`src/rtl/vls_pkg.sv`:
```
package vls_pkg;

  typedef enum logic [1:0] {
    PH_IDLE  = 2'd0,
    PH_BLANK = 2'd1,
    PH_COUNT = 2'd2
  } vls_phase_e;

  localparam int unsigned DEPTH_W   = 3;
  localparam int unsigned DEPTH_VCO = 4;

  // depth 0..3 -> valley 1..4, depth 4 -> code 0 (VCO)
  function automatic logic [DEPTH_W-1:0] depth_to_code(input logic [DEPTH_W-1:0] d);
    if (d >= DEPTH_W'(DEPTH_VCO)) return '0;
    return d + DEPTH_W'(1);
  endfunction

endpackage

```
`src/rtl/vls_zone_sel.sv`:
```
module vls_zone_sel
  import vls_pkg::*;
#(
  parameter int FB_W    = 12,
  parameter int DN_1TO2 = 1400,
  parameter int DN_2TO3 = 1200,
  parameter int DN_3TO4 = 900,
  parameter int DN_4TOV = 800,
  parameter int UP_VTO4 = 1400,
  parameter int UP_4TO3 = 1600,
  parameter int UP_3TO2 = 1800,
  parameter int UP_2TO1 = 2000
) (
  input  logic               clk,
  input  logic               rst_n,
  input  logic               upd,
  input  logic [FB_W-1:0]    fb,
  output logic [DEPTH_W-1:0] depth
);

  localparam int STAGES = DEPTH_VCO;

  logic [DEPTH_W-1:0] depth_q;
  logic [DEPTH_W-1:0] depth_d;
  logic [DEPTH_W-1:0] walk;
  logic               depth_en;

  function automatic logic [FB_W-1:0] fall_th(input logic [DEPTH_W-1:0] d);
    case (d)
      3'd0:    fall_th = FB_W'(DN_1TO2);
      3'd1:    fall_th = FB_W'(DN_2TO3);
      3'd2:    fall_th = FB_W'(DN_3TO4);
      3'd3:    fall_th = FB_W'(DN_4TOV);
      default: fall_th = '0;
    endcase
  endfunction

  function automatic logic [FB_W-1:0] rise_th(input logic [DEPTH_W-1:0] d);
    case (d)
      3'd1:    rise_th = FB_W'(UP_2TO1);
      3'd2:    rise_th = FB_W'(UP_3TO2);
      3'd3:    rise_th = FB_W'(UP_4TO3);
      3'd4:    rise_th = FB_W'(UP_VTO4);
      default: rise_th = '1;
    endcase
  endfunction

  // settle the hysteresis walk; thresholds guarantee monotonic motion
  always_comb begin
    walk = depth_q;
    for (int s = 0; s < STAGES; s++) begin
      if ((walk < DEPTH_W'(DEPTH_VCO)) && (fb < fall_th(walk))) begin
        walk = walk + DEPTH_W'(1);
      end else if ((walk != '0) && (fb > rise_th(walk))) begin
        walk = walk - DEPTH_W'(1);
      end
    end
  end

  assign depth_en = upd;
  assign depth_d  = walk;

  always_ff @(posedge clk or negedge rst_n) begin
    if (!rst_n) begin
      depth_q <= '0;
    end else if (depth_en) begin
      depth_q <= depth_d;
    end
  end

  assign depth = depth_q;

endmodule

```
`src/rtl/vls_win_timer.sv`:
```
module vls_win_timer
  import vls_pkg::*;
#(
  parameter int BLANK_CYC  = 315,
  parameter int TMO_CYC    = 550,
  parameter int TMO_SS_CYC = 4000
) (
  input  logic       clk,
  input  logic       rst_n,
  input  vls_phase_e phase,
  input  logic       restart,
  input  logic       soft_start,
  output logic       done
);

  localparam int LIM_A   = (BLANK_CYC > TMO_CYC) ? BLANK_CYC : TMO_CYC;
  localparam int LIM_MAX = (LIM_A > TMO_SS_CYC) ? LIM_A : TMO_SS_CYC;
  localparam int CW      = $clog2(LIM_MAX + 1);

  logic [CW-1:0] cnt_q;
  logic [CW-1:0] cnt_d;
  logic [CW-1:0] lim;
  logic          cnt_en;

  always_comb begin
    case (phase)
      PH_BLANK: lim = CW'(BLANK_CYC - 1);
      PH_COUNT: lim = soft_start ? CW'(TMO_SS_CYC - 1) : CW'(TMO_CYC - 1);
      default:  lim = '0;
    endcase
  end

  // >= keeps the window closing when soft-start drops mid-count
  assign done = (phase != PH_IDLE) && (cnt_q >= lim);

  always_comb begin
    cnt_en = restart || (phase != PH_IDLE);
    if (restart || done || (phase == PH_IDLE)) begin
      cnt_d = '0;
    end else begin
      cnt_d = cnt_q + CW'(1);
    end
  end

  always_ff @(posedge clk or negedge rst_n) begin
    if (!rst_n) begin
      cnt_q <= '0;
    end else if (cnt_en) begin
      cnt_q <= cnt_d;
    end
  end

endmodule

```
`src/rtl/vls_valley_cnt.sv`:
```
module vls_valley_cnt
  import vls_pkg::*;
(
  input  logic               clk,
  input  logic               rst_n,
  input  logic               clr,
  input  logic               inc,
  input  logic [DEPTH_W-1:0] sel_code,
  output logic               hit
);

  logic [DEPTH_W-1:0] cnt_q;
  logic [DEPTH_W-1:0] cnt_d;
  logic               cnt_en;

  always_comb begin
    cnt_en = clr || inc;
    cnt_d  = clr ? '0 : cnt_q + DEPTH_W'(1);
  end

  always_ff @(posedge clk or negedge rst_n) begin
    if (!rst_n) begin
      cnt_q <= '0;
    end else if (cnt_en) begin
      cnt_q <= cnt_d;
    end
  end

  // the pending event is the one that completes the selected count
  assign hit = ((cnt_q + DEPTH_W'(1)) == sel_code);

endmodule

```
`src/rtl/vls_phase_ctl.sv`:
```
module vls_phase_ctl
  import vls_pkg::*;
(
  input  logic       clk,
  input  logic       rst_n,
  input  logic       gate_off,
  input  logic       valley_pulse,
  input  logic       win_done,
  input  logic       sel_vco,
  input  logic       hit,
  output vls_phase_e phase,
  output logic       evt,
  output logic       fire,
  output logic       turn_on
);

  vls_phase_e phase_q;
  vls_phase_e phase_d;
  logic       turn_on_q;

  assign evt  = (phase_q == PH_COUNT) && !gate_off && (valley_pulse || win_done);
  assign fire = evt && hit;

  always_comb begin
    phase_d = phase_q;
    if (gate_off) begin
      phase_d = PH_BLANK;
    end else begin
      case (phase_q)
        PH_BLANK: if (win_done) phase_d = sel_vco ? PH_IDLE : PH_COUNT;
        PH_COUNT: if (fire)     phase_d = PH_IDLE;
        default:                phase_d = PH_IDLE;
      endcase
    end
  end

  always_ff @(posedge clk or negedge rst_n) begin
    if (!rst_n) begin
      phase_q   <= PH_IDLE;
      turn_on_q <= 1'b0;
    end else begin
      phase_q   <= phase_d;
      turn_on_q <= fire;
    end
  end

  assign phase   = phase_q;
  assign turn_on = turn_on_q;

endmodule

```
`src/rtl/vls_turn_on_sel.sv`:
```
module vls_turn_on_sel
  import vls_pkg::*;
#(
  parameter int FB_W       = 12,
  parameter int BLANK_CYC  = 315,
  parameter int TMO_CYC    = 550,
  parameter int TMO_SS_CYC = 4000,
  parameter int DN_1TO2    = 1400,
  parameter int DN_2TO3    = 1200,
  parameter int DN_3TO4    = 900,
  parameter int DN_4TOV    = 800,
  parameter int UP_VTO4    = 1400,
  parameter int UP_4TO3    = 1600,
  parameter int UP_3TO2    = 1800,
  parameter int UP_2TO1    = 2000
) (
  input  logic            clk,
  input  logic            rst_n,
  input  logic [FB_W-1:0] fb_mv,
  input  logic            valley_pulse,
  input  logic            gate_off,
  input  logic            soft_start,
  output logic            turn_on,
  output logic            vco_mode,
  output logic [2:0]      valley_sel
);

  logic [DEPTH_W-1:0] depth;
  logic [DEPTH_W-1:0] sel_code;
  logic               sel_vco;
  logic               win_done;
  logic               evt;
  logic               fire;
  logic               hit;
  vls_phase_e         phase;

  vls_zone_sel #(
    .FB_W(FB_W),
    .DN_1TO2(DN_1TO2), .DN_2TO3(DN_2TO3), .DN_3TO4(DN_3TO4), .DN_4TOV(DN_4TOV),
    .UP_VTO4(UP_VTO4), .UP_4TO3(UP_4TO3), .UP_3TO2(UP_3TO2), .UP_2TO1(UP_2TO1)
  ) u_zone (
    .clk   (clk),
    .rst_n (rst_n),
    .upd   (gate_off),
    .fb    (fb_mv),
    .depth (depth)
  );

  assign sel_code = depth_to_code(depth);
  assign sel_vco  = (depth == DEPTH_W'(DEPTH_VCO));

  vls_win_timer #(
    .BLANK_CYC(BLANK_CYC), .TMO_CYC(TMO_CYC), .TMO_SS_CYC(TMO_SS_CYC)
  ) u_timer (
    .clk        (clk),
    .rst_n      (rst_n),
    .phase      (phase),
    .restart    (gate_off || evt),
    .soft_start (soft_start),
    .done       (win_done)
  );

  vls_valley_cnt u_cnt (
    .clk      (clk),
    .rst_n    (rst_n),
    .clr      (gate_off || fire),
    .inc      (evt),
    .sel_code (sel_code),
    .hit      (hit)
  );

  vls_phase_ctl u_ctl (
    .clk          (clk),
    .rst_n        (rst_n),
    .gate_off     (gate_off),
    .valley_pulse (valley_pulse),
    .win_done     (win_done),
    .sel_vco      (sel_vco),
    .hit          (hit),
    .phase        (phase),
    .evt          (evt),
    .fire         (fire),
    .turn_on      (turn_on)
  );

  assign vco_mode   = sel_vco;
  assign valley_sel = sel_code;

endmodule

```
`config.mk`:
```
export PLATFORM = sky130hd
export DESIGN_NAME = vls_turn_on_sel
export DESIGN_NICKNAME = d
export VERILOG_FILES = /design/src/rtl/vls_pkg.sv /design/src/rtl/vls_zone_sel.sv /design/src/rtl/vls_win_timer.sv /design/src/rtl/vls_valley_cnt.sv /design/src/rtl/vls_phase_ctl.sv /design/src/rtl/vls_turn_on_sel.sv
export SDC_FILE = /design/constraint.sdc
export NUM_CORES = 1
export LEC_CHECK = 0
export BUFFER_PORTS_ARGS = -buffer_cell sky130_fd_sc_hd__buf_2
export CAP_MARGIN = 20
export CORE_ASPECT_RATIO = 0.9
export CORE_MARGIN = 4
export CORE_UTILIZATION = 46
export CTS_CLUSTER_DIAMETER = 60
export DETAILED_ROUTE_END_ITERATION = 6
export SKIP_CTS_REPAIR_TIMING = 1
export SLEW_MARGIN = 5
export SYNTH_ARGS = -nofsm -noshare
export SYNTH_HDL_FRONTEND = slang
export SYNTH_SLANG_ARGS = --single-unit
```
`constraint.sdc`:
```
create_clock -name clk -period 17.7 [get_ports clk]
set_input_delay 1.77 -clock clk [delete_from_list [all_inputs] [get_ports clk]]
set_output_delay 1.77 -clock clk [all_outputs]
set_load 0.01 [all_outputs]
```
Yosys cells after proc, flatten, opt, wreduce, memory -nomap -nowiden --
Cells that the tools add are included. W data, S select, Z words.
Storage, ports and cells: logic and storage cells 113, output and inout bits 5, input port bits 17, bits in registers 21
Cells by class: multiplexer cells 32, reduce and logical (&&, ||, !) cells 31, eq/ne operators 21, $add $sub $neg 10, magnitude comparators 14
Operator list (count):
- $pmux W12 S4 | 4
- $pmux W11 S4 | 4
- $mux W12 | 6
- $gt A12 B12 Y1 | 4
- $lt A12 B11 Y1 | 4
- $mux W3 | 11
- $eq A3 B2 Y1 const B | 8
- $pmux W12 S2 | 1
- $add A3 B1 Y3 const B | 5
- $add A12 B1 Y12 const B | 1
- $eq A3 B1 Y1 const B | 4
- $eq A3 B3 Y1 const B | 4
- $ge A12 B12 Y1 | 1
- $logic_and A1 B1 Y1 | 12
- $logic_not A3 Y1 | 4
- $lt A3 B3 Y1 const B | 4
- $reduce_bool A3 Y1 | 4
- $sub A3 B1 Y3 const B | 4
- $mux W2 | 4
- $logic_or A1 B1 Y1 | 7
- $pmux W2 S2 | 1
- $eq A3 B3 Y1 | 1
- $ge A3 B3 Y1 const B | 1
- $ne A3 B2 Y1 const B | 1
- other kinds (8) | 8

Depth between registers and ports, before layout --
Gate-level depths: netlist of the first run.
word-level depth 36, mapped depth 58, gate-level depth less buffers 57

By module --
Synthesis of the first run repeated with hierarchy kept, for this count alone.
Second synthesis, totals: cell total of the unflattened synthesis 546, area, all modules 4608.2 um^2
Modules (own cells, without submodules):
- vls_zone_sel | area each 3133.0 um^2, times used 1, sequential area each 75.1 um^2, cells an instance 391
- vls_win_timer | area each 1068.5 um^2, times used 1, sequential area each 300.3 um^2, cells an instance 118
- vls_valley_cnt | area each 187.7 um^2, times used 1, sequential area each 75.1 um^2, cells an instance 15
- vls_phase_ctl | area each 151.4 um^2, times used 1, sequential area each 75.1 um^2, cells an instance 12
- vls_turn_on_sel | area each 67.6 um^2, times used 1, sequential area each 0.0 um^2, cells an instance 10

Worst setup path after synthesis of the first run --
Ideal clock, no wire load.
kind in2reg, start point input port fb_mv[7], end point register u_zone.depth_q[0] (netlist: u_zone.depth[0]), data required time 17.605 ns, slack 6.042 ns, arrival time 11.563 ns, stages 48, path through ha_1 > nand4_1 > nor3_2 > a21bo_2 > o21ai_2 > a21oi_1 > a221o_1 > ha_1 > o21ai_0 > and3_1 > nor2_1 > and2_1 > ha_1 > nand4_1 > nor2_1 > a21boi_0 > o41a_1 > or3_1 > [12 not listed] > o41ai_1 > and3_1 > nor2_1 > inv_1 > ha_1 > ha_1 > a211oi_1 > ha_1 > a21o_1 > a21o_1 > a21oi_1 > nor2b_1 > o21ai_0 > nand2b_1 > a2111oi_0 > a41oi_1 > o21a_1 > o31ai_1
Between the ends: word-level cells in the longest chain between the ends 25, elaborated cells on any way between the ends 60
RTL lines:
- start, declared | line vls_turn_on_sel.sv:19 | input logic [FB_W-1:0] fb_mv,
- $gt A12 B12 Y1 | line vls_zone_sel.sv:54 | end else if ((walk != '0) && (fb > rise_th(walk))) begin
- $logic_and A1 B1 Y1 | line vls_zone_sel.sv:54
- $mux W3 | line vls_zone_sel.sv:54
- $mux W3 | line vls_zone_sel.sv:52 | if ((walk < DEPTH_W'(DEPTH_VCO)) && (fb < fall_th(walk))) begin
- $eq A3 B3 Y1 (tied with other cells) | line vls_zone_sel.sv:39 | case (d)
- $pmux W12 S4 | line vls_zone_sel.sv:39
- $mux W12 | line vls_zone_sel.sv:52
- $gt A12 B12 Y1 | line vls_zone_sel.sv:54
- [9 not listed]
- $mux W3 | line vls_zone_sel.sv:52
- $eq A3 B3 Y1 (tied with other cells) | line vls_zone_sel.sv:39
- $pmux W12 S4 | line vls_zone_sel.sv:39
- $mux W12 | line vls_zone_sel.sv:52
- $gt A12 B12 Y1 | line vls_zone_sel.sv:54
- $logic_and A1 B1 Y1 | line vls_zone_sel.sv:54
- $mux W3 | line vls_zone_sel.sv:54
- $mux W3 (*) | line vls_zone_sel.sv:52
- end signal, assigned | line vls_zone_sel.sv:67 | depth_q <= depth_d;
- end, declared | line vls_zone_sel.sv:23 | logic [DEPTH_W-1:0] depth_q;
Every way passes the cells marked *; elsewhere a longest branch is shown, timed or not. The select of a mux whose other input is x is not followed. A chain may end at the register's enable or synchronous reset.

Final worst setup path of the first run --
Same ends and word-level chain as after synthesis.

==> impl_metrics.toml, run 1 <==
[floorplan]
dieArea_sq_um = 11200
rows = 33
die_w_um = 111
die_h_um = 101
fp.coreArea_sq_um = 9210
start_util_pct = 47.8
pin_count = 22

[clocking]
cts-root-buf = "clkbuf_8"
numCtsBuffers = 3
clk_pin_slew_ns = 0.09
clock_path_buffers = 2
clock-sinks = 21
clk_latency_ns = 0.27
htreeDepth = 1
cts_tree = "built"

[global_routing]
grt_usage_pct = 20.6
grt_max_degree = 22
grt_pass1_wl_mm = 19.1
grt_pass1_vias = 3976
grt_overflow_total = 0
antenna_found_initial = 0

[run]
cap_violations = 0

[sta]
report.final.hold_viol_count = 0
tightest_slew_ns = 0.821
period_needed_ns = 13.00
finalSetupViolations = 0
slew_headroom_pct = 43.8
finalCritPeriodShare_pct = 73.4
skew_ns = 0.0109
slew_viol_final = 0
rsz0062_at_grt = "false"
fmax_mhz = 76.9
fin_ws_ns = 4.70
finalSetupTns_ns = 0

[final_layout]
seqCellArea_sq_um = 526
nFillCells = 913
layout-drive-gt1-share_pct = 9.36
layout_commonest_cell = "ha_1"
multi_input_area_sq_um = 3710
fin_nets = 682
area_growth_pct = 6.23
antenna_cells = 0
most-common-layout-cells = "ha_1, nor2_1, a21oi_1"

[setup_path]
startpoint_type = "input port"
cp_slowest_cell = "a2111oi_0"
max_stage_delay_ns = 0.74
cp.arrival_ns = 13.18
crit_fanout = 8
critPathKind = "in2reg"
crit_path_frequent_cell = "ha_1"
critical_path_required_ns = 17.88
crit_path_end_kind = "register"

[yosys]
synthArstFlopShare_pct = 100
syn_inst = 525
yosysSeqAreaShare_pct = 11.9
synth-edff-count = 0
synth.avg_cell_area_sq_um = 8.38
yosysUniqueCellTypes = 74
ys_ff_latch = 21
ys_warn_count = 0
syn_area_sq_um = 4400
synthFlopType = "dfrtp_1"
synth_fp_nets = 661

[hold_path]
hold_class = "reg2reg"

[detailed_routing]
antenna_left = 0
routed_wl_mm = 11.4
drc = 0
viasPerCell = 6.17
drtIter0Drc = 198
post_drt_wl_per_cell_um = 17.2
first_pass_iters = 6
vias = 4115

[outcome]
status = "finished clean"

[place]
io_buffers = 21
place_ws_ns = 4.34
post-dp-hpwl_mm = 9.05
gp_congestion = 0.877
registers in the layout, summed over array words and instances (netlist names):
register,count
u_ctl.turn_on,1
u_ctl.phase,2
u_zone.depth,3
u_timer.cnt_q,12
u_cnt.cnt_q,3
Yosys cell counts, drive strengths merged, types with 2 or more instances:
cell     count  area, sq um
o21a         6         45.0
a41oi        5         43.8
a21oi       40          215
nor2        40          150
or2          3         18.8
nor4         2         12.5
and3        14         87.6
o41ai        2         17.5
and2         6         37.5
buf          2         22.5
nor2b       10         62.6
o22ai        2         12.5
a22o         3         26.3
or3          3         23.8
a311oi       2         17.5
a22oi        2         15.0
inv         34          128
o21ai       24          124
xnor2        5         43.8
xor2         2         17.5
o21bai       2         15.0
a211oi      16          125
nand4       16          100
a2111oi      3         26.3
ha         119         1490
a21o        17          128
nand2b      14         87.6
a221o        3         30.0
clkbuf       5         18.8
mux2i        6         60.1
dfrtp       21          526
nor3        15         91.3
nand2       23         93.8
a221oi       2         35.0
o31ai        4         35.0
o21ba        2         20.0
a21boi       5         41.3
a31oi       11         83.8
o211ai       3         22.5
nand3       11         55.1
layout make-up:
class | instances | share of cell area, %
clock buffers | 3 | 0.883
multi-input cells | 463 | 79.3
clock inverters | 1 | 0.107
well taps | 122 | 3.27
repair buffers | 23 | 2.49
inverters | 34 | 2.73
flip-flops and latches | 21 | 11.2
kinds of logic after synthesis:
| group | count (synthesis) | share of synthesized area [%] |
|---|---|---|
| buffers and inverters | 41 | 3.84 |
| AND/OR/NAND/NOR | 165 | 20.4 |
| XOR/XNOR | 7 | 1.39 |
| flip-flops | 21 | 11.9 |
| adder cells (fa/ha/maj) | 119 | 33.8 |
| multiplexers | 7 | 1.62 |
| AO/OA/AOI/OAI | 165 | 27.0 |
metrics by stage:
stage          instances  hold slack, ns  util, %  instance area, sq um
2_1_floorplan        525           0.498        -                  4400
3_3_place_gp         661           0.520     50.1                  4620
3_5_place_dp         661           0.535     50.1                  4620
4_1_cts              665           0.545     50.6                  4660
5_1_grt              667           0.585     50.8                  4670
6_report             667           0.538     50.8                  4670
worst max-delay path, delay by kind of cell:
kind / cells / cell delay [ns]
AO/OA/AOI/OAI: 20 / 4.68
AND/OR/NAND/NOR: 16 / 2.97
adder cells (fa/ha/maj): 8 / 2.25
buffers and inverters: 5 / 0.76
XOR/XNOR: 1 / 0.38
multiplexers: 1 / 0.34
worst paths after layout:
kind | to | start | cells past startpoint | slack (ns)
hold reg to reg | u_cnt.cnt_q[1]$_DFFE_PN0P_ | u_cnt.cnt_q[1]$_DFFE_PN0P_ | 2 | 0.54
max in group asynchronous | u_cnt.cnt_q[0]$_DFFE_PN0P_ | rst_n | 1 | 15.92
hold / removal | u_cnt.cnt_q[1]$_DFFE_PN0P_ | u_cnt.cnt_q[1]$_DFFE_PN0P_ | 2 | 0.54
setup reg to reg | u_zone.depth[0]$_DFFE_PN0P_ | u_zone.depth[0]$_DFFE_PN0P_ | 55 | 4.89
min in group asynchronous | u_timer.cnt_q[10]$_DFFE_PN0P_ | rst_n | 1 | 1.44
setup / recovery | u_zone.depth[0]$_DFFE_PN0P_ | fb_mv[7] | 51 | 4.70
routing by layer:
layer	part of all wire [%]	global-route usage (%)	vias up
met5	0	0	-
met4	1.3	3.93	0
met3	3.2	2.46	17
met2	43	32.2	89
met1	52	30.6	1961
li1	-	-	2048
Power of run 1 is left out: the tool's default activity adds up to more than one toggle a clock period on the data nets, which glitch-free logic cannot reach.
==> run 2: changes to the inputs <==
--- a/config.mk
+++ b/config.mk
@@ -5,6 +5,7 @@
 export SDC_FILE = /design/constraint.sdc
 export NUM_CORES = 1
 export LEC_CHECK = 0
+export ABC_AREA = 1
 export BUFFER_PORTS_ARGS = -buffer_cell sky130_fd_sc_hd__buf_2
 export CAP_MARGIN = 20
 export CORE_ASPECT_RATIO = 0.9
@@ -12,6 +13,7 @@
 export CORE_UTILIZATION = 46
 export CTS_CLUSTER_DIAMETER = 60
 export DETAILED_ROUTE_END_ITERATION = 6
+export PLACE_DENSITY = 0.65
 export SKIP_CTS_REPAIR_TIMING = 1
 export SLEW_MARGIN = 5
 export SYNTH_ARGS = -nofsm -noshare
==> constraint.sdc (replaced) <==
create_clock -name clk -period 10.6 [get_ports clk]
set_input_delay 1.06 -clock clk [delete_from_list [all_inputs] [get_ports clk]]
set_output_delay 1.06 -clock clk [all_outputs]
set_load 0.01 [all_outputs]
==> impl_metrics.toml, run 2 <==
[outcome]
status = "finished clean"

[yosys]
synth.avg_cell_area_sq_um = 7.24
synthArstFlopShare_pct = 100
yosysSeqAreaShare_pct = 12.1
yosysUniqueCellTypes = 45
synth_compound_area_share_pct = 12.5
synthFlopType = "dfrtp_1"
ys_warn_count = 0
synthMuxAreaShare_pct = 0.230
ys_ff_latch = 21
syn_area_sq_um = 4350
synthSimpleGateAreaFrac_pct = 29.2
synthTopCellsByArea = "ha_1, dfrtp_1, nand2_1"
synth-edff-count = 0
synth_fa_ha_area_share_pct = 34.2
synth_top_family_by_area = "adder cells"
synthTopCellsByCount = "ha_1, nand2_1, inv_1"
yosysTopAreaCellShare_pct = 34.2
yosys.area.top_type = "ha_1"
synth_xor_area_share_pct = 3.42
syn_inst = 601
synth_fp_nets = 737

[setup_path]
cp.arrival_ns = 9.91
crit_path_end_kind = "register"
crit_fanout = 6
max_stage_delay_ns = 0.43
critical_path_required_ns = 10.76
critPathKind = "reg2reg"
crit_path_frequent_cell = "nand2_1"
startpoint_type = "register"
cp_slowest_cell = "dfrtp_1"

[global_routing]
grt_max_degree = 22
antenna_found_initial = 0
grt_pass1_wl_mm = 17.8
grt_usage_pct = 19.0
grt_pass1_vias = 3821
grt_overflow_total = 0

[floorplan]
pin_count = 22
die_h_um = 100
start_util_pct = 47.5
dieArea_sq_um = 11100
rows = 33
die_w_um = 111
fp.coreArea_sq_um = 9170

[sta]
finalCritPeriodShare_pct = 92.0
slew_headroom_pct = 65.8
report.final.hold_viol_count = 0
fmax_mhz = 103
skew_ns = 0.00378
tightest_slew_ns = 0.513
finalSetupViolations = 0
period_needed_ns = 9.75
slew_viol_final = 0

[clocking]
clk_latency_ns = 0.26
clk_pin_slew_ns = 0.08
clock_path_buffers = 2
htreeDepth = 1
numCtsBuffers = 3
cts_tree = "built"
clock-sinks = 21
cts-root-buf = "clkbuf_8"

[detailed_routing]
drtIter0Drc = 167
antenna_left = 0
post_drt_wl_per_cell_um = 14.1
routed_wl_mm = 10.7
viasPerCell = 5.31
first_pass_iters = 5
vias = 4028
drc = 0

[run]
cap_violations = 0

[place]
io_buffers = 21
gp_congestion = 0.877
placed_area_sq_um = 4620
dp_cells = 745
post-dp-hpwl_mm = 8.56

[final_layout]
stdcell_count = 759
layout_commonest_cell = "nand2_1"
most-common-layout-cells = "nand2_1, ha_1, inv_1"
largest_reg_flops = 12
area_growth_pct = 11.0
fin_nets = 774
fin_area_sq_um = 4830
largest-register = "u_timer.cnt_q"
layout-drive-gt1-share_pct = 14.6
antenna_cells = 0

[hold_path]
hold_class = "reg2reg"
==> run 2: changes by cell type after synthesis, moves of 7 or more <==
| cell | previous run | this run |
|---|---|---|
| nand2_1 | 22 | 119 |
| inv_1 | 32 | 84 |
| nor2_1 | 40 | 61 |
| a21o_1 | 17 | 0 |
| nand2b_1 | 14 | 0 |
| a211oi_1 | 15 | 2 |
| and3_1 | 14 | 1 |
| a31oi_1 | 10 | 0 |
| nor2b_1 | 10 | 0 |
| nand3_1 | 11 | 20 |
| nand2_2 | 0 | 8 |
| nand2_4 | 1 | 9 |
| a21oi_1 | 38 | 31 |
| xor2_1 | 2 | 9 |
==> run 2: cells by family after synthesis <==
family,Yosys count
AND/OR/NAND/NOR,263
adder cells (fa/ha/maj),119
buffers and inverters,94
AO/OA/AOI/OAI,89
flip-flops,21
XOR/XNOR,14
multiplexers,1
==> run 2: worst max-delay path: cells and delay by family (launching register included) <==
kind	cells	cell delay, ns
AO/OA/AOI/OAI	12	1.72
XOR/XNOR	1	0.18
adder cells (fa/ha/maj)	8	2.00
buffers and inverters	13	1.15
flip-flops	1	0.43
AND/OR/NAND/NOR	39	4.11
==> run 2: per-stage QoR <==
stage	setup WS [ns]	util, %	hold WS (ns)	TNS (ns)
2_1_floorplan	1.26	-	0.467	0
3_3_place_gp	0.469	50.4	0.484	0
3_5_place_dp	0.0629	50.4	0.495	0
4_1_cts	0.0150	50.9	0.515	0
5_1_grt	-0.0835	52.7	0.542	-0.238
6_report	0.851	52.7	0.516	0
==> run 2: routing by layer <==
layer  vias up  part of all wire (%)  global-route usage (%)
li1       2098                     -                       -
met1      1850                    49                    26.0
met2        68                    45                    33.0
met3        12                   3.9                    2.11
met4         0                   1.6                    3.22
met5         -                     0                       0
==> run 2: path summary, 6_finish.rpt <==
path                       slack (ns)                        start  cells after the start                             to
min in group asynchronous        0.76                        rst_n                      1  u_timer.cnt_q[10]$_DFFE_PN0P_
hold / removal                   0.52   u_ctl.phase[0]$_DFFE_PN0P_                      2     u_ctl.phase[0]$_DFFE_PN0P_
setup / recovery                 0.85  u_zone.depth[0]$_DFFE_PN0P_                     73    u_zone.depth[0]$_DFFE_PN0P_
hold reg to reg                  0.52   u_ctl.phase[0]$_DFFE_PN0P_                      2     u_ctl.phase[0]$_DFFE_PN0P_
max in group asynchronous        9.47                        rst_n                      1    u_zone.depth[2]$_DFFE_PN0P_
setup reg to reg                 0.85  u_zone.depth[0]$_DFFE_PN0P_                     73    u_zone.depth[0]$_DFFE_PN0P_
==> run 2: area by class of cell <==
cell class / instances / area [sq um]
Tap cell: 122 / 153
Timing Repair Buffer: 34 / 203
Sequential cell: 21 / 527
Fill cell: 872 / 4340
Clock buffer: 4 / 45.0
Inverter: 92 / 348
Multi-Input combinational cell: 486 / 3550
Power of run 2 is left out for the same reason.
==> run 3: changes to the inputs <==
--- a/config.mk
+++ b/config.mk
@@ -8,12 +8,14 @@
 export ABC_AREA = 1
 export BUFFER_PORTS_ARGS = -buffer_cell sky130_fd_sc_hd__buf_2
 export CAP_MARGIN = 20
+export CELL_PAD_IN_SITES_DETAIL_PLACEMENT = 1
+export CELL_PAD_IN_SITES_GLOBAL_PLACEMENT = 1
 export CORE_ASPECT_RATIO = 0.9
 export CORE_MARGIN = 4
-export CORE_UTILIZATION = 46
+export CORE_UTILIZATION = 35
 export CTS_CLUSTER_DIAMETER = 60
 export DETAILED_ROUTE_END_ITERATION = 6
-export PLACE_DENSITY = 0.65
+export PLACE_DENSITY_LB_ADDON = 0.1
 export SKIP_CTS_REPAIR_TIMING = 1
 export SLEW_MARGIN = 5
 export SYNTH_ARGS = -nofsm -noshare
==> impl_metrics.toml, run 3 (same netlist as run 2, synthesis figures left out) <==
[final_layout]
most-common-layout-cells = "nand2_1, ha_1, inv_1"
layout-drive-gt1-share_pct = 17.6
largest-register = "u_timer.cnt_q"
layout_commonest_cell = "nand2_1"
antenna_cells = 0
post-route-util_pct = 41.0
fin_nets = 779
largest_reg_flops = 12
fin_area_sq_um = 4970
area_growth_pct = 14.3

[setup_path]
critPathKind = "reg2reg"
cp.arrival_ns = 9.85
reg2reg_depth = 70
crit_fanout = 6
crit_path_end_kind = "register"
startpoint_type = "register"
reg2reg_slack_ns = 0.90
regToRegEndpoint = "u_zone.depth[2]$_DFFE_PN0P_"
max_stage_delay_ns = 0.44
critical_path_required_ns = 10.75
cp_slowest_cell = "dfrtp_2"
reg2reg_from = "u_zone.depth[0]$_DFFE_PN0P_"
crit_path_frequent_cell = "nand2_1"

[global_routing]
grt_pass1_vias = 4215
antenna_found_initial = 0
grt_overflow_total = 0
grt_pass1_wl_mm = 21.6
grt_max_degree = 22
grt_usage_pct = 18.5

[sta]
slew_viol_final = 0
finalCritPeriodShare_pct = 91.5
fmax_mhz = 103
finalSetupViolations = 0
fin_ws_ns = 0.901
skew_ns = 0.00367
report.final.hold_viol_count = 0
slew_headroom_pct = 65.3
period_needed_ns = 9.70
tightest_slew_ns = 0.520

[detailed_routing]
first_pass_iters = 4
antenna_left = 0
drtIter0Drc = 193
routed_wl_mm = 13.2
drc = 0
post_drt_wl_per_cell_um = 16.5
vias = 4101
viasPerCell = 5.11

[floorplan]
die_h_um = 114
rows = 38
fp.coreArea_sq_um = 12100
die_w_um = 126
pin_count = 22
start_util_pct = 35.9
dieArea_sq_um = 14300

[clocking]
clock-sinks = 21
clk_latency_ns = 0.26
clk_pin_slew_ns = 0.06
cts-root-buf = "clkbuf_16"
htreeDepth = 1
numCtsBuffers = 3
cts_tree = "built"
clock_path_buffers = 2

[hold_path]
hp-start = "u_cnt.cnt_q[1]$_DFFE_PN0P_"
min_to = "u_cnt.cnt_q[1]$_DFFE_PN0P_"
holdPathStages = 1
hold_class = "reg2reg"

[place]
place_ws_ns = -0.0239
placed_area_sq_um = 4730
gp_congestion = 0.858
post-dp-hpwl_mm = 11.3
io_buffers = 21

[outcome]
status = "finished clean"

[run]
cap_violations = 0
[run 3: cell count changes in the layout (fill, tap and decap cells not counted), moves of 3 or more]
cell       before  now
nand2_2         8   11
inv_1          84   80
clkbuf_16       0    3
nand2_1       119  116
inv_2           7   11
buf_4          13   18
clkbuf_8        3    0
[run 3: worst max-delay path: cells and delay by family (launching register included)]
kind                     cells  cell delay (ns)
adder cells (fa/ha/maj)      8             1.88
buffers and inverters       13             1.13
AO/OA/AOI/OAI               11             2.08
flip-flops                   1             0.44
AND/OR/NAND/NOR             36             3.68
XOR/XNOR                     2             0.33
[run 3: area by class of cell]
cell class,instances,area (sq um)
inverter,92,348
tap,160,200
clock buffer,4,78.8
fill,1528,7150
timing repair buffer,39,240
sequential,21,527
multi-input combinational,486,3580
[run 3: worst max path at each step]
stage / from / to / slack [ns]
final: u_zone.depth[0]$_DFFE_PN0P_ / u_zone.depth[2]$_DFFE_PN0P_ / 0.90
after global routing: u_zone.depth[0]$_DFFE_PN0P_ / u_zone.depth[1]$_DFFE_PN0P_ / -0.08
after CTS: u_zone.depth[0]$_DFFE_PN0P_ / u_zone.depth[2]$_DFFE_PN0P_ / -0.07
after detailed placement: u_zone.depth[0]$_DFFE_PN0P_ / u_zone.depth[2]$_DFFE_PN0P_ / -0.02
after global placement: u_zone.depth[0]$_DFFE_PN0P_ / u_zone.depth[1]$_DFFE_PN0P_ / 0.33
after floorplan: u_zone.depth[0]$_DFFE_PN0P_ / u_zone.depth[0]$_DFFE_PN0P_ / 1.26
[run 3: through the flow]
step,setup TNS [ns],cells,hold slack [ns]
after floorplan,0,601,0.467
after global placement,0,792,0.484
after detailed placement,-0.0239,792,0.488
after CTS,-0.147,796,0.502
after global routing,-0.179,802,0.543
final,0,802,0.498
[run 3: per-layer routing]
layer	vias to the layer above	global-route usage, %	wire length [um]
li1	2108	-	-
met1	1961	27.1	6830
met2	24	31.4	6160
met3	8	1.40	189
met4	0	1.08	68
met5	-	0	0
Power of run 3 is left out for the same reason.
